==> config.mk <==
export PLATFORM = sky130hd
export DESIGN_NAME = link_cfg_selector
export DESIGN_NICKNAME = d
export VERILOG_FILES = /design/src/rtl/lrs_pkg.sv /design/src/rtl/lrs_cap_merge.sv /design/src/rtl/lrs_pick.sv /design/src/rtl/lrs_words.sv /design/src/rtl/link_cfg_selector.sv
export SDC_FILE = /design/constraint.sdc
export NUM_CORES = 1
export LEC_CHECK = 0
export ABC_AREA = 1
export CORE_MARGIN = 2
export CORE_UTILIZATION = 50
export CTS_CLUSTER_DIAMETER = 80
export DETAILED_ROUTE_END_ITERATION = 8
export HOLD_SLACK_MARGIN = 0.08
export PLACE_DENSITY = 0.74
export SLEW_MARGIN = 20
export SYNTH_ARGS = -nofsm -noshare
export SYNTH_HDL_FRONTEND = slang
export SYNTH_SLANG_ARGS = --single-unit
==> constraint.sdc <==
create_clock -name clk -period 42.8 [get_ports clk]
set_input_delay 8.56 -clock clk [delete_from_list [all_inputs] [get_ports clk]]
set_output_delay 8.56 -clock clk [all_outputs]
set_load 0.02 [all_outputs]
==> src/rtl/lrs_pkg.sv <==
package lrs_pkg;
    localparam int RATE_W    = 20;
    localparam int LANE_W    = 5;
    localparam int NUM_RATES = 2;
    localparam int IDX_W     = $clog2(NUM_RATES + 2);
    localparam int REQ_W     = 40;
    localparam int UNIT      = 27000;
    localparam int CTRL_W    = 16;
    localparam int ENH_CTRL_BIT = 14;
    localparam int ENH_SINK_BIT = 7;

    typedef enum logic [2:0] {
        ST_IDLE, ST_PICK, ST_OFFER, ST_DONE, ST_EXH
    } state_e;

    typedef struct packed {
        logic [IDX_W-1:0]  idx;
        logic [LANE_W-1:0] lanes;
    } pick_t;

    // descending per-lane rate list; any index past the end reads as zero
    function automatic logic [RATE_W-1:0] rate_of(input logic [IDX_W-1:0] i);
        case (i)
            IDX_W'(0): rate_of = RATE_W'(270000);
            IDX_W'(1): rate_of = RATE_W'(162000);
            default:   rate_of = '0;
        endcase
    endfunction

    // rate divided by UNIT, as a lookup instead of a divider
    function automatic logic [7:0] code_of(input logic [IDX_W-1:0] i);
        case (i)
            IDX_W'(0): code_of = 8'd10;
            IDX_W'(1): code_of = 8'd6;
            default:   code_of = 8'd0;
        endcase
    endfunction
endpackage

==> src/rtl/lrs_cap_merge.sv <==
module lrs_cap_merge
    import lrs_pkg::*;
(
    input  logic [7:0]        sink_rate_cap,
    input  logic [7:0]        sink_lane_cap,
    input  logic [RATE_W-1:0] src_max_rate,
    input  logic [LANE_W-1:0] src_max_lanes,
    output logic [LANE_W-1:0] max_lanes,
    output logic [IDX_W-1:0]  first_idx
);
    localparam int WIDE_W = RATE_W + 8;

    logic [WIDE_W-1:0] sink_rate;
    logic [RATE_W-1:0] max_rate;
    logic [LANE_W-1:0] sink_lanes;

    always_comb begin
        sink_rate  = WIDE_W'(sink_rate_cap) * WIDE_W'(UNIT);
        max_rate   = (sink_rate < WIDE_W'(src_max_rate)) ? sink_rate[RATE_W-1:0] : src_max_rate;
        sink_lanes = LANE_W'(sink_lane_cap[4:0]);
        max_lanes  = (sink_lanes < src_max_lanes) ? sink_lanes : src_max_lanes;
    end

    // first list entry not above the ceiling; the terminator if none fits
    always_comb begin
        logic found;
        found     = 1'b0;
        first_idx = IDX_W'(NUM_RATES);
        for (int k = 0; k < NUM_RATES; k++) begin
            if (!found && rate_of(IDX_W'(k)) <= max_rate) begin
                found     = 1'b1;
                first_idx = IDX_W'(k);
            end
        end
    end
endmodule

==> src/rtl/lrs_pick.sv <==
module lrs_pick
    import lrs_pkg::*;
(
    input  logic [REQ_W-1:0]  req_rate,
    input  logic [LANE_W-1:0] max_lanes,
    input  logic [IDX_W-1:0]  idx_in,
    output pick_t             pick
);
    always_comb begin
        logic [LANE_W-1:0] ln;
        logic [IDX_W-1:0]  ix;
        ln = max_lanes;
        for (int k = 0; k < LANE_W; k++) begin
            if (REQ_W'(ln >> 1) * REQ_W'(rate_of(idx_in)) > req_rate)
                ln = ln >> 1;
        end
        ix = idx_in;
        for (int k = 0; k < NUM_RATES; k++) begin
            if (REQ_W'(rate_of(ix + 1'b1)) * REQ_W'(ln) > req_rate)
                ix = ix + 1'b1;
        end
        pick.idx   = ix;
        pick.lanes = ln;
    end
endmodule

==> src/rtl/lrs_words.sv <==
module lrs_words
    import lrs_pkg::*;
(
    input  logic [IDX_W-1:0]  idx,
    input  logic [LANE_W-1:0] lanes,
    input  logic              enh,
    output logic [RATE_W-1:0] rate,
    output logic [CTRL_W-1:0] ctrl,
    output logic [7:0]        bw_byte,
    output logic [7:0]        lane_byte
);
    always_comb begin
        rate      = rate_of(idx);
        bw_byte   = code_of(idx);
        ctrl      = (CTRL_W'(bw_byte) << 8) | CTRL_W'(lanes);
        ctrl[ENH_CTRL_BIT] = enh;
        lane_byte = 8'(lanes);
        lane_byte[ENH_SINK_BIT] = enh;
    end
endmodule

==> src/rtl/link_cfg_selector.sv <==
module link_cfg_selector
    import lrs_pkg::*;
#(
    parameter int PAY_W = 32
) (
    input  logic                 clk,
    input  logic                 rst,
    input  logic                 start,
    input  logic [PAY_W-1:0]     payload_rate,
    input  logic [7:0]           sink_rate_cap,
    input  logic [7:0]           sink_lane_cap,
    input  logic [RATE_W-1:0]    src_max_rate,
    input  logic [LANE_W-1:0]    src_max_lanes,
    input  logic                 enh_cap,
    input  logic                 train_done,
    input  logic                 train_pass,
    output logic                 cfg_valid,
    output logic                 exhausted,
    output logic [RATE_W-1:0]    sel_rate,
    output logic [LANE_W-1:0]    sel_lanes,
    output logic [CTRL_W-1:0]    src_ctrl,
    output logic [7:0]           sink_bw_byte,
    output logic [7:0]           sink_lane_byte
);
    state_e            state;
    logic [REQ_W-1:0]  req_q;
    logic [LANE_W-1:0] max_lanes_q;
    logic              enh_q;
    logic [IDX_W-1:0]  idx_q;
    logic [IDX_W-1:0]  sel_idx_q;
    logic [LANE_W-1:0] sel_lanes_q;

    logic [LANE_W-1:0] cap_lanes;
    logic [IDX_W-1:0]  first_idx;
    pick_t             pick;

    lrs_cap_merge u_merge (
        .sink_rate_cap (sink_rate_cap),
        .sink_lane_cap (sink_lane_cap),
        .src_max_rate  (src_max_rate),
        .src_max_lanes (src_max_lanes),
        .max_lanes     (cap_lanes),
        .first_idx     (first_idx)
    );

    lrs_pick u_pick (
        .req_rate  (req_q),
        .max_lanes (max_lanes_q),
        .idx_in    (idx_q),
        .pick      (pick)
    );

    lrs_words u_words (
        .idx       (sel_idx_q),
        .lanes     (sel_lanes_q),
        .enh       (enh_q),
        .rate      (sel_rate),
        .ctrl      (src_ctrl),
        .bw_byte   (sink_bw_byte),
        .lane_byte (sink_lane_byte)
    );

    always_ff @(posedge clk) begin
        if (rst) begin
            state       <= ST_IDLE;
            req_q       <= '0;
            max_lanes_q <= '0;
            enh_q       <= 1'b0;
            idx_q       <= IDX_W'(NUM_RATES);
            sel_idx_q   <= IDX_W'(NUM_RATES);
            sel_lanes_q <= '0;
        end else if (start) begin
            req_q       <= REQ_W'(payload_rate >> 3) * REQ_W'(10);
            max_lanes_q <= cap_lanes;
            enh_q       <= enh_cap;
            idx_q       <= first_idx;
            state       <= ST_PICK;
        end else begin
            case (state)
                ST_PICK: begin
                    if (rate_of(idx_q) == '0 || max_lanes_q == '0) begin
                        state <= ST_EXH;
                    end else begin
                        sel_idx_q   <= pick.idx;
                        sel_lanes_q <= pick.lanes;
                        state       <= ST_OFFER;
                    end
                end
                ST_OFFER: begin
                    if (train_done) begin
                        if (train_pass) begin
                            state <= ST_DONE;
                        end else begin
                            idx_q <= sel_idx_q + 1'b1;
                            state <= ST_PICK;
                        end
                    end
                end
                default: state <= state;
            endcase
        end
    end

    assign cfg_valid = (state == ST_OFFER) || (state == ST_DONE);
    assign exhausted = (state == ST_EXH);
    assign sel_lanes = sel_lanes_q;

    // a failed offer goes back to picking, one list entry lower
    assert_fallback_step_R6: assert property (@(posedge clk) disable iff (rst)
        (state == ST_OFFER && train_done && !train_pass && !start)
        |=> (state == ST_PICK && idx_q == IDX_W'($past(sel_idx_q) + 1'b1)));

    // exhaustion is held until a new request
    assert_exhaust_sticky_R6: assert property (@(posedge clk) disable iff (rst)
        (exhausted && !start) |=> exhausted);

    // an accepted configuration stays put
    assert_hold_after_pass_R7: assert property (@(posedge clk) disable iff (rst)
        (state == ST_DONE && !start)
        |=> (state == ST_DONE && $stable(sel_idx_q) && $stable(sel_lanes_q)));

    // an offer never uses zero lanes or more than the merged maximum
    assert_lanes_in_range_R4: assert property (@(posedge clk) disable iff (rst)
        cfg_valid |-> (sel_lanes != '0 && sel_lanes <= max_lanes_q));

    // an offer always carries a list rate
    assert_rate_nonzero_R3: assert property (@(posedge clk) disable iff (rst)
        cfg_valid |-> (sel_rate != '0));
endmodule

; ---- Word-level counts from Yosys, hierarchy flattened
; Cells that the tools add are included.
[word_totals]
latchBits = 0
out_inout_bits = 59
romBits = 0
word_cells = 93
register_bits = 57
mem_bits_rw = 0
inputBits = 79
memories = 0
[classes]
n_mux = 29
div_mod_pow = 0
reduce_logical = 19
addsub = 3
n_bitwise = 3
multipliers = 9
magnitude_cmp = 11
shifts = 0
n_eq_ne = 11
[op_table]
columns = op, n
row1 = $gt A40 B40 Y1, 5
row2 = $pmux W19 S2, 4
row3 = $mul A4 B20 Y24, 4
row4 = $gt A25 B40 Y1, 2
row5 = $mux W20, 4
row6 = $mul A19 B5 Y24, 2
row7 = $mul A29 B3 Y32 const B, 1
row8 = $mux W5, 6
row9 = $lt A23 B20 Y1, 1
row10 = $mul A4 B19 Y23, 1
row11 = $le A18 B20 Y1 const A, 1
row12 = $le A19 B20 Y1 const A, 1
row13 = $logic_not A20 Y1, 1
row14 = $mul A8 B12 Y20 const B, 1
row15 = $mux W2, 9
row16 = $or A12 B5 Y12, 1
row17 = $eq A2 B1 Y1 const B, 4
row18 = $logic_not A2 Y1, 4
row19 = $pmux W4 S2, 1
row20 = $add A2 B1 Y2 const B, 3
row21 = $eq A3 B2 Y1 const B, 2
row22 = $mux W3, 2
row23 = $pmux W3 S2, 1
row24 = $reduce_and A3 Y1, 2
row25 = other kinds (15), 22

; ---- Longest topological paths before layout
[depth]
word_depth = 26
mapped_depth = 241
ltp_nobuf = 240

; ---- Modules after synthesis
; Synthesis repeated with hierarchy kept, for this count alone.
[hier_totals]
cells_unflattened = 3374
hier_area_um2 = 22768.1
[by_module_without_submodules]
columns = module, cells_each, n_inst, seq_area_each_um2, area_each_um2
row1 = lrs_pick, 2108, 1, 0.0, 14681.6
row2 = link_cfg_selector, 686, 1, 1001.0, 4350.4
row3 = lrs_cap_merge, 526, 1, 0.0, 3347.0
row4 = lrs_words, 54, 1, 0.0, 389.1

; ---- Least setup slack after synthesis
; Ideal clock, no wire load.
[synth_path]
path_type = flip-flop to flip-flop
start = register idx_q[0]
end = register sel_idx_q[1]
required_ns = 42.666
path_slack_ns = 9.696
setup_ns = 0.134
n_path_buf = 2
arrival_time_ns = 32.970
stages_incl_launch_ff = 203
period_less_slack_ns = 33.104
path_cell_list = dfxtp_1 > inv_1 > ha_1 > buf_2 > nor2_1 > clkbuf_1 > nor2_1 > ha_1 > o21bai_1 > fa_1 > ha_1 > a21oi_1 > nand2_1 > nand3_1 > nand2_1 > nand3_1 > nand2_1 > nand2_1 > [167 not listed] > a31o_2 > a21oi_1 > o21bai_1 > a21oi_1 > nor2_1 > nor2_1 > xnor2_1 > ha_1 > nand4_1 > nor2_1 > inv_1 > a2111oi_0 > a21o_1 > nand2_1 > nand2_1 > o21ai_0 > nand2_1 > o211ai_1
[synth_between]
elab_chain_cells = 26
word_cells_on_any_way = 39
cone_classes = add/sub (2) / mul (7) / order compare (7) / eq/ne (3) / mux (13) / bitwise (1) / reduce/logical (6)
[synth_lines]
columns = element, line
row1 = from (decl), link_cfg_selector.sv:29  ; logic [IDX_W-1:0] idx_q;
row2 = from (signal assigned), link_cfg_selector.sv:69  ; idx_q <= IDX_W'(NUM_RATES);
row3 = from (signal assigned), link_cfg_selector.sv:76  ; idx_q <= first_idx;
row4 = from (signal assigned), link_cfg_selector.sv:94  ; idx_q <= sel_idx_q + 1'b1;
row5 = $eq A2 B1 Y1 or $logic_not A2 Y1 (tied branches), lrs_pkg.sv:23  ; case (i)
row6 = $pmux W19 S2, lrs_pkg.sv:23
row7 = $mul A4 B19 Y23, lrs_pick.sv:14  ; if (REQ_W'(ln >> 1) * REQ_W'(rate_of(idx_in)) > req_rate)
row8 = $gt A40 B40 Y1, lrs_pick.sv:14
row9 = $mux W5, lrs_pick.sv:14
row10 = $mul A4 B20 Y24, lrs_pick.sv:14
row11 = $gt A40 B40 Y1, lrs_pick.sv:14
row12 = $mux W5, lrs_pick.sv:14
row13 = [10 not listed], -
row14 = $gt A25 B40 Y1, lrs_pick.sv:19  ; if (REQ_W'(rate_of(ix + 1'b1)) * REQ_W'(ln) > req_rate)
row15 = $mux W2, lrs_pick.sv:19
row16 = $add A2 B1 Y2, "lrs_pick.sv:19, lrs_pick.sv:20"
row17 = $eq A2 B1 Y1 or $logic_not A2 Y1 (tied branches), lrs_pkg.sv:23
row18 = $pmux W19 S2, lrs_pkg.sv:23
row19 = $mul A19 B5 Y24, lrs_pick.sv:19
row20 = $gt A25 B40 Y1, lrs_pick.sv:19
row21 = $mux W2, lrs_pick.sv:19
row22 = to (signal assigned), link_cfg_selector.sv:70  ; sel_idx_q <= IDX_W'(NUM_RATES);
row23 = to (signal assigned), link_cfg_selector.sv:84  ; sel_idx_q <= pick.idx;
row24 = to (decl), link_cfg_selector.sv:30  ; logic [IDX_W-1:0] sel_idx_q;
; Parallel ways exist; a longest one is shown, timed or not. The select of a mux whose other input is x is not followed.
; A chain may end at the register's enable or synchronous reset.

; ---- Worst setup path in the final report
[layout_path]
start = register idx_q[1]
end = register sel_idx_q[1]
; The elaborated chain is that of the path after synthesis.

==> results.md <==
* Worst setup margin at approximately 3.0 ns
* Routing usage on met3 at roughly 1.8%
* H-tree Lvls at 2
* Pint at between 0.2 and 0.3 mW
* Initial core utilization at approximately 51%
* Clock buffer depth at 2
* Worst Setup End Kind: flop
* Max_slew headroom at a little under a third
* Root buffer cell: clkbuf_16
* Mean Syn Cell Area at about 7 um2
* Worst Min Path Start: req_q[29]
* Post-synth EDFFs at 0
* Xor/xnor cell area share of the yosys netlist at 5.24%
* Cell Area, Synth at 20,700 um2
* R2R Path End: sel_idx_q[1]
* Worst-Margin Slew at 1.03 ns
* Most used routing layer: met2
* Cell Rows at 74
* Pins Over Slew Limit at 0
* Final Setup Violations at 0
* Warnings from Yosys at 0
* Final hold vios at 0
* Fin crit share at 92.9%
* FF-to-FF setup slack at ~3.0 ns
* # port buffers at 109
* Post-synthesis simple-gate area fraction at 19.1%
* Final wirelength at approximately 56,000 um
* Clk Latency, worst-skew pair at approximately 0.32 ns
* DRT Pass-1 Iters at 5
* Total power draw at between 0.6 and 0.7 mW
* Sw power at 0.362 mW
* Most used cell, CP: nand2_1
* DR WL/cell at 15.6 um
* Status: completed
* Combinational Power Share at between 80% and 90%
* Met2 Use GR at between 40% and 50%
* Layout cells sized above 1 at 3.34%
* Placement Cell Area at 22,200 um2
* Max incr delay on CP at about 0.56 ns
* Ant diodes at 0
* Die Ht at ~210 um
* Post-Layout Cell Count at 3,560
* Vias at 19,247
* Mapped Cells at 2,947
* DIE AREA at about 43,000 um2
* CTS tree: done
* Placed cells at between 3,000 and 4,000
* Core Footprint at a little over 40,000 um2
* Fin nets at between 3,000 and 4,000
* Synth Flop Type: dfxtp_1
* Compound-Gate Fraction of Synth Area at a little over an eighth
* Synth async-reset ratio at 0%
* WHS Path Cells at 2
* Cell Pwr Density at between 20 and 30 nW/um2
* Routability cong. at between 0.9 and 1
* DRT antenna net count at 0
* Largest family of logic cells by synthesized area: adder cells
* Clock Sinks at 50
* Via/cell ratio at between 5 and 6
* DRT iter0 DRCs at approximately 1,300
* Worst Clk Skew at roughly 0.012 ns
* Hold endpoint: req_q[29]
* Post-route cell area at between 20,000 and 25,000 um2
* VDD IR-drop max at around 0.035 mV
* Multi-input logic area at approximately 17,000 um2
* Vias in the first global route at approximately 19,000
* LEAKAGE at between 10 and 15 nW
* Total track usage at between 20% and 30%
* Clock power share at between 7 and 8%
* Fraction of synthesized area in multiplexers at 0%
* Clock Pin Slew Worst Setup and Hold Paths at roughly 0.080 ns
* DIE WIDTH at around 210 um
* Critical Path AT at ~40 ns
* Critical path startpoint category: flop
* HPWL after detailed placement at approximately 47,000 um
* GR Util met1 at between 30% and 40%
* WS Path Type: flop to flop
* Worst path slowest cell: fa_1
* Hold Path Class: flop to flop
* Storage cell area at around 1000 um2
* Distinct cell type count after synthesis at 62
* Register area share after synthesis at between 4 and 5%
* TNS Setup at 0 ns
* FF-to-FF Start: idx_q[1]
* Post-CTS setup repair buffer count at 0
* Antenna violations before repair at 0
* Synth Area in Adders at a little over two fifths
* Synth-to-layout area growth at 7.77%
* F_max at roughly 25 MHz
* #FFs+latches synth at 50
* Total gr overflow at 0
* Depth of the most critical reg-to-reg path at just under 200
* Switching Share at 58.0%
* RSZ-0062 raised after global routing: no
* Hold-fix buffers, CTS at 0
* Post-Place Worst Slack at between 3 and 4 ns
* Number of fill cells at 3,927
* MaxCap Viol Count at 0
* Critical path required time at ~43 ns
* Crit-path max FO at 17
* Largest net degree at the start of global routing at 31
* CP startpoint: idx_q[1]
* Top-Level Pins at ~140
* Num CTS Buffers at 5
* Shortest period the worst path allows at between 30 and 40 ns
* Register share of total power at 8.5%
* First-pass GRT wire length at slightly above 90,000 um
* DRC viols at 0
cell usage after synthesis, types with 4 or more instances:
library cell | instances | share of area [%]
inv_1 | 615 | 11
nand3_1 | 90 | 2.2
nor3_1 | 34 | 0.82
dfxtp_1 | 50 | 4.8
nand2_1 | 513 | 9.3
clkbuf_1 | 13 | 0.24
o21ai_1 | 5 | 0.12
o21bai_1 | 19 | 0.69
nor2_1 | 182 | 3.3
o21ai_0 | 121 | 2.9
nand4_1 | 42 | 1.3
o211ai_1 | 12 | 0.43
o2111ai_1 | 10 | 0.42
fa_1 | 126 | 12
nand2_2 | 10 | 0.30
xnor2_1 | 36 | 1.5
a21oi_1 | 242 | 5.8
o31ai_1 | 4 | 0.14
ha_1 | 518 | 31
inv_2 | 24 | 0.43
nand3b_1 | 4 | 0.14
a211oi_1 | 6 | 0.22
or2_2 | 8 | 0.24
o22ai_1 | 15 | 0.45
nor2_2 | 19 | 0.57
a31oi_1 | 13 | 0.39
xor2_1 | 88 | 3.7
a21o_1 | 14 | 0.51
o21a_1 | 12 | 0.43
nand3_2 | 6 | 0.29
buf_4 | 49 | 1.8
o221ai_1 | 4 | 0.17
critical path: cells and delay by family, from the launching register on:
kind,cells,cell delay [ns]
buf+inv,27,2.28
simple gates,77,11.79
fa+ha+maj,32,13.97
compound gates,56,10.32
flops,1,0.32
xor+xnor,7,0.94
power by group through the flow:
stage | logic, mW | clock network, mW | registers [mW]
2_1_floorplan | 0.393 | 0 | 0.0537
3_3_place_gp | 0.501 | 0 | 0.0540
3_5_place_dp | 0.519 | 0 | 0.0542
4_1_cts | 0.524 | 0.0454 | 0.0531
5_1_grt | 0.602 | 0.0468 | 0.0536
6_report | 0.526 | 0.0451 | 0.0532
kinds of logic after synthesis:
group | count (synthesis)
XOR/XNOR | 124
buffers and inverters | 709
other | 1
adder cells (fa/ha/maj) | 644
AO/OA/AOI/OAI | 495
AND/OR/NAND/NOR | 924
flip-flops | 50
repair_timing:
action / 4_1_cts / 5_1_grt
setup endpoints to repair: 0 / 2
endpoints found under the hold margin: 0 / 0
resized for setup: 0 / 1
layout make-up:
class,count,share of cell area [%]
Clock inverter,3,0.129
Inverter,642,10.8
Timing Repair Buffer,119,5.22
Tap cell,532,2.98
Clock buffer,5,0.560
Multi-Input combinational cell,2209,75.9
Sequential cell,50,4.48
worst max path at each step:
stage,endpoint,cells past startpoint
floorplan,sel_idx_q[1],202
global placement,sel_idx_q[1],202
detailed placement,sel_idx_q[1],200
CTS,sel_idx_q[1],199
global route,sel_idx_q[1],199
finish,sel_idx_q[1],199
per-layer routing:
layer / share of wire [%] / wire, um
met5: 0 / 0
met4: 2.9 / 1620
met3: 5.0 / 2800
met2: 47 / 26200
met1: 45 / 24900
cells in the final DEF (no fill, tap or decap), drive strengths merged, types with 88 or more instances in the layout:
cell and count:
a21oi 243, clkdlybuf4s50 109, fa 126, ha 518, inv 642, nand2 524
nand3 97, nor2 204, o21ai 128, xor2 88
stage by stage:
| step | hold slack (ns) | utilization, % |
|---|---|---|
| 2_1_floorplan | 0.427 | - |
| 3_3_place_gp | 0.441 | 54.2 |
| 3_5_place_dp | 0.448 | 54.2 |
| 4_1_cts | 0.460 | 54.6 |
| 5_1_grt | 0.489 | 54.6 |
| 6_report | 0.459 | 54.6 |
state kept, by name, summed over array words and instances, names as in the netlist:
signal / cells
state: 3
sel_idx_q: 2
req_q: 32
sel_lanes: 5
enh_q: 1
max_lanes_q: 5
idx_q: 2
Note: power is estimated with default switching activity, not from simulation.
